==> src/rtl/osc_lock_pkg.sv <==
package osc_lock_pkg;

    localparam int unsigned CFG_W = 8;

    localparam int unsigned POS_INT_OSC   = 7;
    localparam int unsigned POS_XTAL      = 6;
    localparam int unsigned POS_WDOG_OSC  = 5;
    localparam int unsigned POS_PRI_FAIL  = 4;
    localparam int unsigned POS_WDOG_FAIL = 3;
    localparam int unsigned POS_FLASH_PD  = 2;
    localparam int unsigned POS_SEL_HI    = 1;

    typedef enum logic [1:0] {
        LK_IDLE = 2'd0,
        LK_KEY1 = 2'd1,
        LK_OPEN = 2'd2
    } lock_state_e;

    typedef struct packed {
        lock_state_e state;
    } fsm_regs_t;

    typedef struct packed {
        logic [CFG_W-1:0] val;
    } store_regs_t;

    function automatic logic [CFG_W-1:0] cfg_reset_val(input logic lp_opt);
        logic [CFG_W-1:0] v;
        v = '0;
        v[POS_INT_OSC]  = 1'b1;
        v[POS_WDOG_OSC] = 1'b1;
        v[POS_FLASH_PD] = ~lp_opt;
        return v;
    endfunction

endpackage

==> src/rtl/osc_unlock_fsm.sv <==
module osc_unlock_fsm
    import osc_lock_pkg::*;
#(
    parameter logic [CFG_W-1:0] KEY_FIRST  = 8'hE7,
    parameter logic [CFG_W-1:0] KEY_SECOND = 8'h18
) (
    input  logic             clk,
    input  logic             rst_n,
    input  logic             hit_we,
    input  logic [CFG_W-1:0] wdata,
    output logic             wr_acc,
    output lock_state_e      state_o
);

    fsm_regs_t q, d;

    always_comb begin
        d      = q;
        wr_acc = 1'b0;
        if (hit_we) begin
            unique case (q.state)
                LK_IDLE: begin
                    if (wdata == KEY_FIRST) d.state = LK_KEY1;
                end
                LK_KEY1: begin
                    if (wdata == KEY_SECOND)     d.state = LK_OPEN;
                    else if (wdata == KEY_FIRST) d.state = LK_KEY1;
                    else                         d.state = LK_IDLE;
                end
                LK_OPEN: begin
                    wr_acc  = 1'b1;
                    d.state = LK_IDLE;
                end
                default: d.state = LK_IDLE;
            endcase
        end
    end

    always_ff @(posedge clk) begin
        if (!rst_n) q.state <= LK_IDLE;
        else        q <= d;
    end

    assign state_o = q.state;

endmodule

==> src/rtl/osc_cfg_store.sv <==
module osc_cfg_store
    import osc_lock_pkg::*;
(
    input  logic             clk,
    input  logic             rst_n,
    input  logic             lp_opt,
    input  logic             wr_acc,
    input  logic [CFG_W-1:0] wdata,
    output logic [CFG_W-1:0] val_o
);

    store_regs_t q, d;

    always_comb begin
        d = q;
        if (wr_acc) d.val = wdata;
    end

    always_ff @(posedge clk) begin
        if (!rst_n) q.val <= cfg_reset_val(lp_opt);
        else        q <= d;
    end

    assign val_o = q.val;

endmodule

==> src/rtl/osc_cfg_lockreg.sv <==
module osc_cfg_lockreg
    import osc_lock_pkg::*;
#(
    parameter int unsigned       ADDR_W     = 12,
    parameter logic [ADDR_W-1:0] REG_ADDR   = 12'hF86,
    parameter logic [CFG_W-1:0]  KEY_FIRST  = 8'hE7,
    parameter logic [CFG_W-1:0]  KEY_SECOND = 8'h18
) (
    input  logic              clk,
    input  logic              rst_n,
    input  logic              lp_opt_i,
    input  logic [ADDR_W-1:0] bus_addr_i,
    input  logic [CFG_W-1:0]  bus_wdata_i,
    input  logic              bus_we_i,
    output logic              int_osc_en_o,
    output logic              xtal_en_o,
    output logic              wdog_osc_en_o,
    output logic              pri_fail_det_en_o,
    output logic              wdog_fail_det_en_o,
    output logic              flash_pd_o,
    output logic [1:0]        clk_src_sel_o,
    output logic [CFG_W-1:0]  rdata_o
);

    logic             hit_we;
    logic             wr_acc;
    lock_state_e      lk_state;
    logic [CFG_W-1:0] cfg_val;

    assign hit_we = bus_we_i && (bus_addr_i == REG_ADDR);

    osc_unlock_fsm #(
        .KEY_FIRST (KEY_FIRST),
        .KEY_SECOND(KEY_SECOND)
    ) u_fsm (
        .clk    (clk),
        .rst_n  (rst_n),
        .hit_we (hit_we),
        .wdata  (bus_wdata_i),
        .wr_acc (wr_acc),
        .state_o(lk_state)
    );

    osc_cfg_store u_store (
        .clk   (clk),
        .rst_n (rst_n),
        .lp_opt(lp_opt_i),
        .wr_acc(wr_acc),
        .wdata (bus_wdata_i),
        .val_o (cfg_val)
    );

    assign int_osc_en_o       = cfg_val[POS_INT_OSC];
    assign xtal_en_o          = cfg_val[POS_XTAL];
    assign wdog_osc_en_o      = cfg_val[POS_WDOG_OSC];
    assign pri_fail_det_en_o  = cfg_val[POS_PRI_FAIL];
    assign wdog_fail_det_en_o = cfg_val[POS_WDOG_FAIL];
    assign flash_pd_o         = cfg_val[POS_FLASH_PD];
    assign clk_src_sel_o      = cfg_val[POS_SEL_HI:0];
    assign rdata_o            = cfg_val;

endmodule

==> config.mk <==
export PLATFORM = sky130hd
export DESIGN_NAME = osc_cfg_lockreg
export DESIGN_NICKNAME = d
export VERILOG_FILES = /design/src/rtl/osc_lock_pkg.sv /design/src/rtl/osc_unlock_fsm.sv /design/src/rtl/osc_cfg_store.sv /design/src/rtl/osc_cfg_lockreg.sv
export SDC_FILE = /design/constraint.sdc
export NUM_CORES = 1
export LEC_CHECK = 0
export CORE_MARGIN = 2
export CORE_UTILIZATION = 33
export CTS_BUF_LIST = sky130_fd_sc_hd__clkbuf_8 sky130_fd_sc_hd__clkbuf_16
export CTS_CLUSTER_DIAMETER = 30
export CTS_CLUSTER_SIZE = 40
export DETAILED_ROUTE_END_ITERATION = 12
export DONT_BUFFER_PORTS = 1
export GPL_ROUTABILITY_DRIVEN = 0
export PLACE_DENSITY = 0.54
export SYNTH_ARGS = -nofsm -noshare
export SYNTH_HDL_FRONTEND = slang
export SYNTH_SLANG_ARGS = --single-unit
==> constraint.sdc <==
create_clock -name clk -period 4.6 [get_ports clk]
set_input_delay 1.38 -clock clk [delete_from_list [all_inputs] [get_ports clk]]
set_output_delay 1.38 -clock clk [all_outputs]
set_load 0.02 [all_outputs]
## After elaboration in Yosys (flattened, before gate mapping)

Index checks and enable logic that the tools add are counted.

- Register bits after elaboration: 10
- Output and inout bits: 16
- Logic and storage cells: 22

- Bitwise operators: 1
- Eq/ne operators: 7
- Reductions and logical operators: 3
- Multiplexer cells: 8

Operators with widths:

| cell | count |
|---|---|
| 12-bit == test, second input constant | 1 |
| 8-bit by 5-bit == test with 1-bit output, second input constant | 1 |
| 8-bit == test, second input constant | 1 |
| 3-bit 2-to-1 mux | 2 |
| 2-bit 2-to-1 mux | 2 |
| 2-bit by 1-bit inequality test with 1-bit output, second input constant | 2 |
| 2-bit one-hot mux with 2 select lines | 1 |
| 1-bit 2-to-1 mux | 3 |
| 2-bit by 1-bit == test with 1-bit output, second input constant | 1 |
| 2-bit == test, second input constant | 1 |
| 2-bit logical NOT | 1 |
| 2-bit AND reduction | 1 |
| 1-bit logical AND | 1 |
| 1-bit NOT | 1 |

## Logic depth before layout (Yosys ltp)

- Word-level depth: 5
- Gate-level depth with buffers: 4
- Mapped depth without buffers: 3

## Cells and area by module

Synthesis repeated with hierarchy kept, for this count alone.

- Cells, all modules: 54
- Area total of the unflattened synthesis: 554.3 um^2

Modules (own cells, without submodules):

| module | area an instance (um^2) | cells an instance | instances |
|---|---|---|---|
| osc_cfg_store | 311.5 | 27 | 1 |
| osc_unlock_fsm | 140.1 | 14 | 1 |
| osc_cfg_lockreg | 102.6 | 13 | 1 |

## Worst setup path after synthesis

Ideal clock, no wire load.

- Path type: in2reg
- From: input bus_addr_i[5]
- To: register u_store.q, in the netlist u_store.val_o[2], enable pin
- Buffers on the path: 0
- Data required time: 4.306 ns
- Setup slack: 1.793 ns
- Arrival: 2.513 ns
- Setup time: 0.294 ns
- Stages on the path: 3
- Path through: or4b_4 > nor4_4 > nand2b_1

- Word-level cells in the longest chain between the ends: 4

Ends and longest elaborated chain:

| what | RTL line | source |
|---|---|---|
| from (decl) | osc_cfg_lockreg.sv:12 | `input logic [ADDR_W-1:0] bus_addr_i,` |
| 12-bit == test | osc_cfg_lockreg.sv:30 | `assign hit_we = bus_we_i && (bus_addr_i == REG_ADDR);` |
| 1-bit logical AND | osc_cfg_lockreg.sv:30 |  |
| 1-bit 2-to-1 mux | osc_unlock_fsm.sv:20 | `if (hit_we) begin` |
| 2-bit by 1-bit inequality test with 1-bit output (no source line) | - |  |
| to (decl) | osc_cfg_store.sv:12 | `store_regs_t q, d;` |

No other way between the ends.
A chain may end at the register's enable or synchronous reset.

## Worst setup path after layout

Same ends and word-level chain as after synthesis.

==> run_results.csv <==
group,metric,value,unit
layout,syn2layout_area_growth,1.51,%
layout,antenna_cells,0,
worst_setup_path,setup.worst_path.start,"bus_addr_i[5]",
global_route,antenna_found_initial,0,
die,dieArea,2120,sq um
worst_setup_path,crit_type,"in -> reg",
worst_setup_path,rr_endpoint,"u_store.val_o[2]",
clock_network,post_cts_buffers,0,
clock_network,cts_hold_buf,0,
logic_synthesis,synth_ff_type,"dfxtp_1",
logic_synthesis,synthArstFlopShare,0,%
logic_synthesis,ys_ff_latch,10,
worst_setup_path,critPathMaxFanout,9,
logic_synthesis,synth_top_area_cell,"dfxtp_1",
worst_setup_path,endpoint_kind,"flip-flop",
sta,fmax,0.370,GHz
global_route,overflow,0,
die,num_rows,15,
worst_setup_path,crit_path_end,"u_store.val_o[2]",
worst_setup_path,required,4550,ps
logic_synthesis,synth_most_common_cell,"nand2_1",
clock_network,cts_root_buf,"clkbuf_8",
layout,finalNonFillerCells,73,
layout,final_nets,81,
clock_network,numCtsBuffers,3,
die,io_pins,40,
layout,fillCellCount,175,
placed_design,io_buffers,0,
clock_network,tritoncts,"done",
global_route,grtUsageTotal,10.4,%
worst_hold_path,whs_path_depth,2,
placed_design,place_worst_setup_slack,1660,ps
die,dieHeight,46.0,microns
global_route,first_global_vias,334,
sta,max_slew_margin,51.0,%
layout,layout-drive-gt1-share,10.7,%
logic_synthesis,seq_area_frac_synth,36.1,%
layout,regArea,210,sq um
route,vias_per_cell,5.53,
worst_setup_path,reg2reg_depth,3,
power,leakage,0.188,nW
sta,worstMarginPinSlew,729,ps
sta,fin_crit,2700,ps
logic_synthesis,synth_warnings,0,
logic_synthesis,synthesis.area,582,sq um
route,wire_per_inst,14.7,microns
route,num_vias,404,
route,drc,0,
logic_synthesis,yosys-top-cells-count,"nand2_1 (12), dfxtp_1 (9), mux2i_1 (9)",
clock_network,ctsLongestPathBuffers,2,
placed_design,dp_cells,69,
route,ant_nets,0,
clock_network,cts_resized,0,
job,maxCapViolCount,0,
sta,hold_viol,0,
worst_setup_path,arrival,2650,ps
worst_setup_path,ff2ff_setup_slack,2690,ps
clock_network,path_clk_slew,50,ps
sta,rsz0062_at_grt,"no",
clock_network,clk_latency,230,ps
sta,fin_ws,1900,ps
route,wl,1070,microns
logic_synthesis,synth_edf_count,1,
die,start_util,34.4,%
sta,finalCritPeriodShare,58.7,%
global_route,grt_pass1_wl,1520,microns
power,ir_worst_vdd,0.000148,V
logic_synthesis,syn_nets,86,
global_route,grt_max_degree,22,
sta,fin_setup_tns,0,ps
power,power_density,351,nW/um^2
sta,finalSetupViolations,0,
logic_synthesis,yosysUniqueCellTypes,21,
placed_design,post-dp-hpwl,807,microns
sta,slew_viol_final,0,
clock_network,htreeDepth,1,
die,fp.dieW,46.0,microns
sta,finClkSkew,4.39,ps
worst_setup_path,startpoint_type,"input pin",
worst_setup_path,r2r_start,"u_fsm.state_o[1]",
logic_synthesis,syn_inst,62,
die,core,1690,sq um
outcome,status,"finished clean",
logic_synthesis,ys_top_cells_by_area,"dfxtp_1 (31%), mux2i_1 (15%), buf_4 (10%)",
layout,multiInputGateArea,304,sq um
clock_network,cts.sinks,10,
logic_synthesis,synth_top_area_share,31.0,%
worst_hold_path,hold_class,"reg -> reg",
route,drt_pass1_iterations,4,
route,drt_iter0_markers,7,
logic_synthesis,syn_avg_cell_area,9.38,sq um
==> flip-flops by register name, indices dropped and copies added, names as in the netlist <==
register       cells
u_fsm.state_o      2
u_store.val_o      8
==> power breakdown <==
| part | total [W] | internal, W | switching, W |
|---|---|---|---|
| Clock | 0.000110 | 0.0000753 | 0.0000347 |
| Sequential | 0.0000912 | 0.0000890 | 0.00000215 |
| Combinational | 0.00000604 | 0.00000378 | 0.00000226 |
==> metrics by stage <==
stage                     utilization [%]  total power [W]  hold slack [ps]  cell area, sq um
after floorplan                         -         0.000101              443               582
after global placement               31.7        0.0000988              472               536
after detailed placement             31.7        0.0000990              480               536
after CTS                            35.0         0.000210              486               591
after global routing                 35.0         0.000215              538               591
final                                35.0         0.000207              481               591
==> layout by cell type (no fill, tap or decap), drive strengths merged <==
cell type,instances
nand2b,1
nand4b,1
nand3,1
nand3b,1
nand2,12
nor4b,1
a31o,1
nor3,1
or4,1
or4b,1
mux2i,9
nor2,2
dfxtp,9
nor4,1
edfxtp,1
nor4bb,2
clkbuf,4
nand4bb,1
nor2b,4
nand4,2
==> critical path, cell delays in order <==
cell and delay, ps:
or4b_4 510, nor4_4 560, nand2b_1 200
==> worst min path at each step <==
| stage | slack (ps) | start | end |
|---|---|---|---|
| floorplan | 440 | u_fsm.state_o[0] | u_fsm.state_o[0] |
| global placement | 470 | u_fsm.state_o[0] | u_fsm.state_o[0] |
| detailed placement | 480 | u_fsm.state_o[0] | u_fsm.state_o[0] |
| CTS | 490 | u_fsm.state_o[0] | u_fsm.state_o[0] |
| global route | 540 | u_fsm.state_o[1] | u_fsm.state_o[1] |
| finish | 480 | u_fsm.state_o[0] | u_fsm.state_o[0] |
==> cells by family after synthesis <==
kind of cell,share of synthesized area (%)
compound gates,1.51
buf+inv,11.6
flops,36.1
mux,15.5
simple gates,35.3
==> routing by layer <==
layer  wire length, microns  vias up  global-route usage (%)
li1                       -      203                       -
met1                    469      181                    13.7
met2                    465       18                    13.3
met3                    127        2                    5.95
met4                     10        0                    5.14
met5                      0        -                       0
==> area by class of cell <==
class,instances,area share (%)
Multi-Input combinational cell,42,51.5
Sequential cell,10,35.6
Clock buffer,4,9.32
Tap cell,17,3.60
Note: power is estimated with default switching activity, not from simulation.
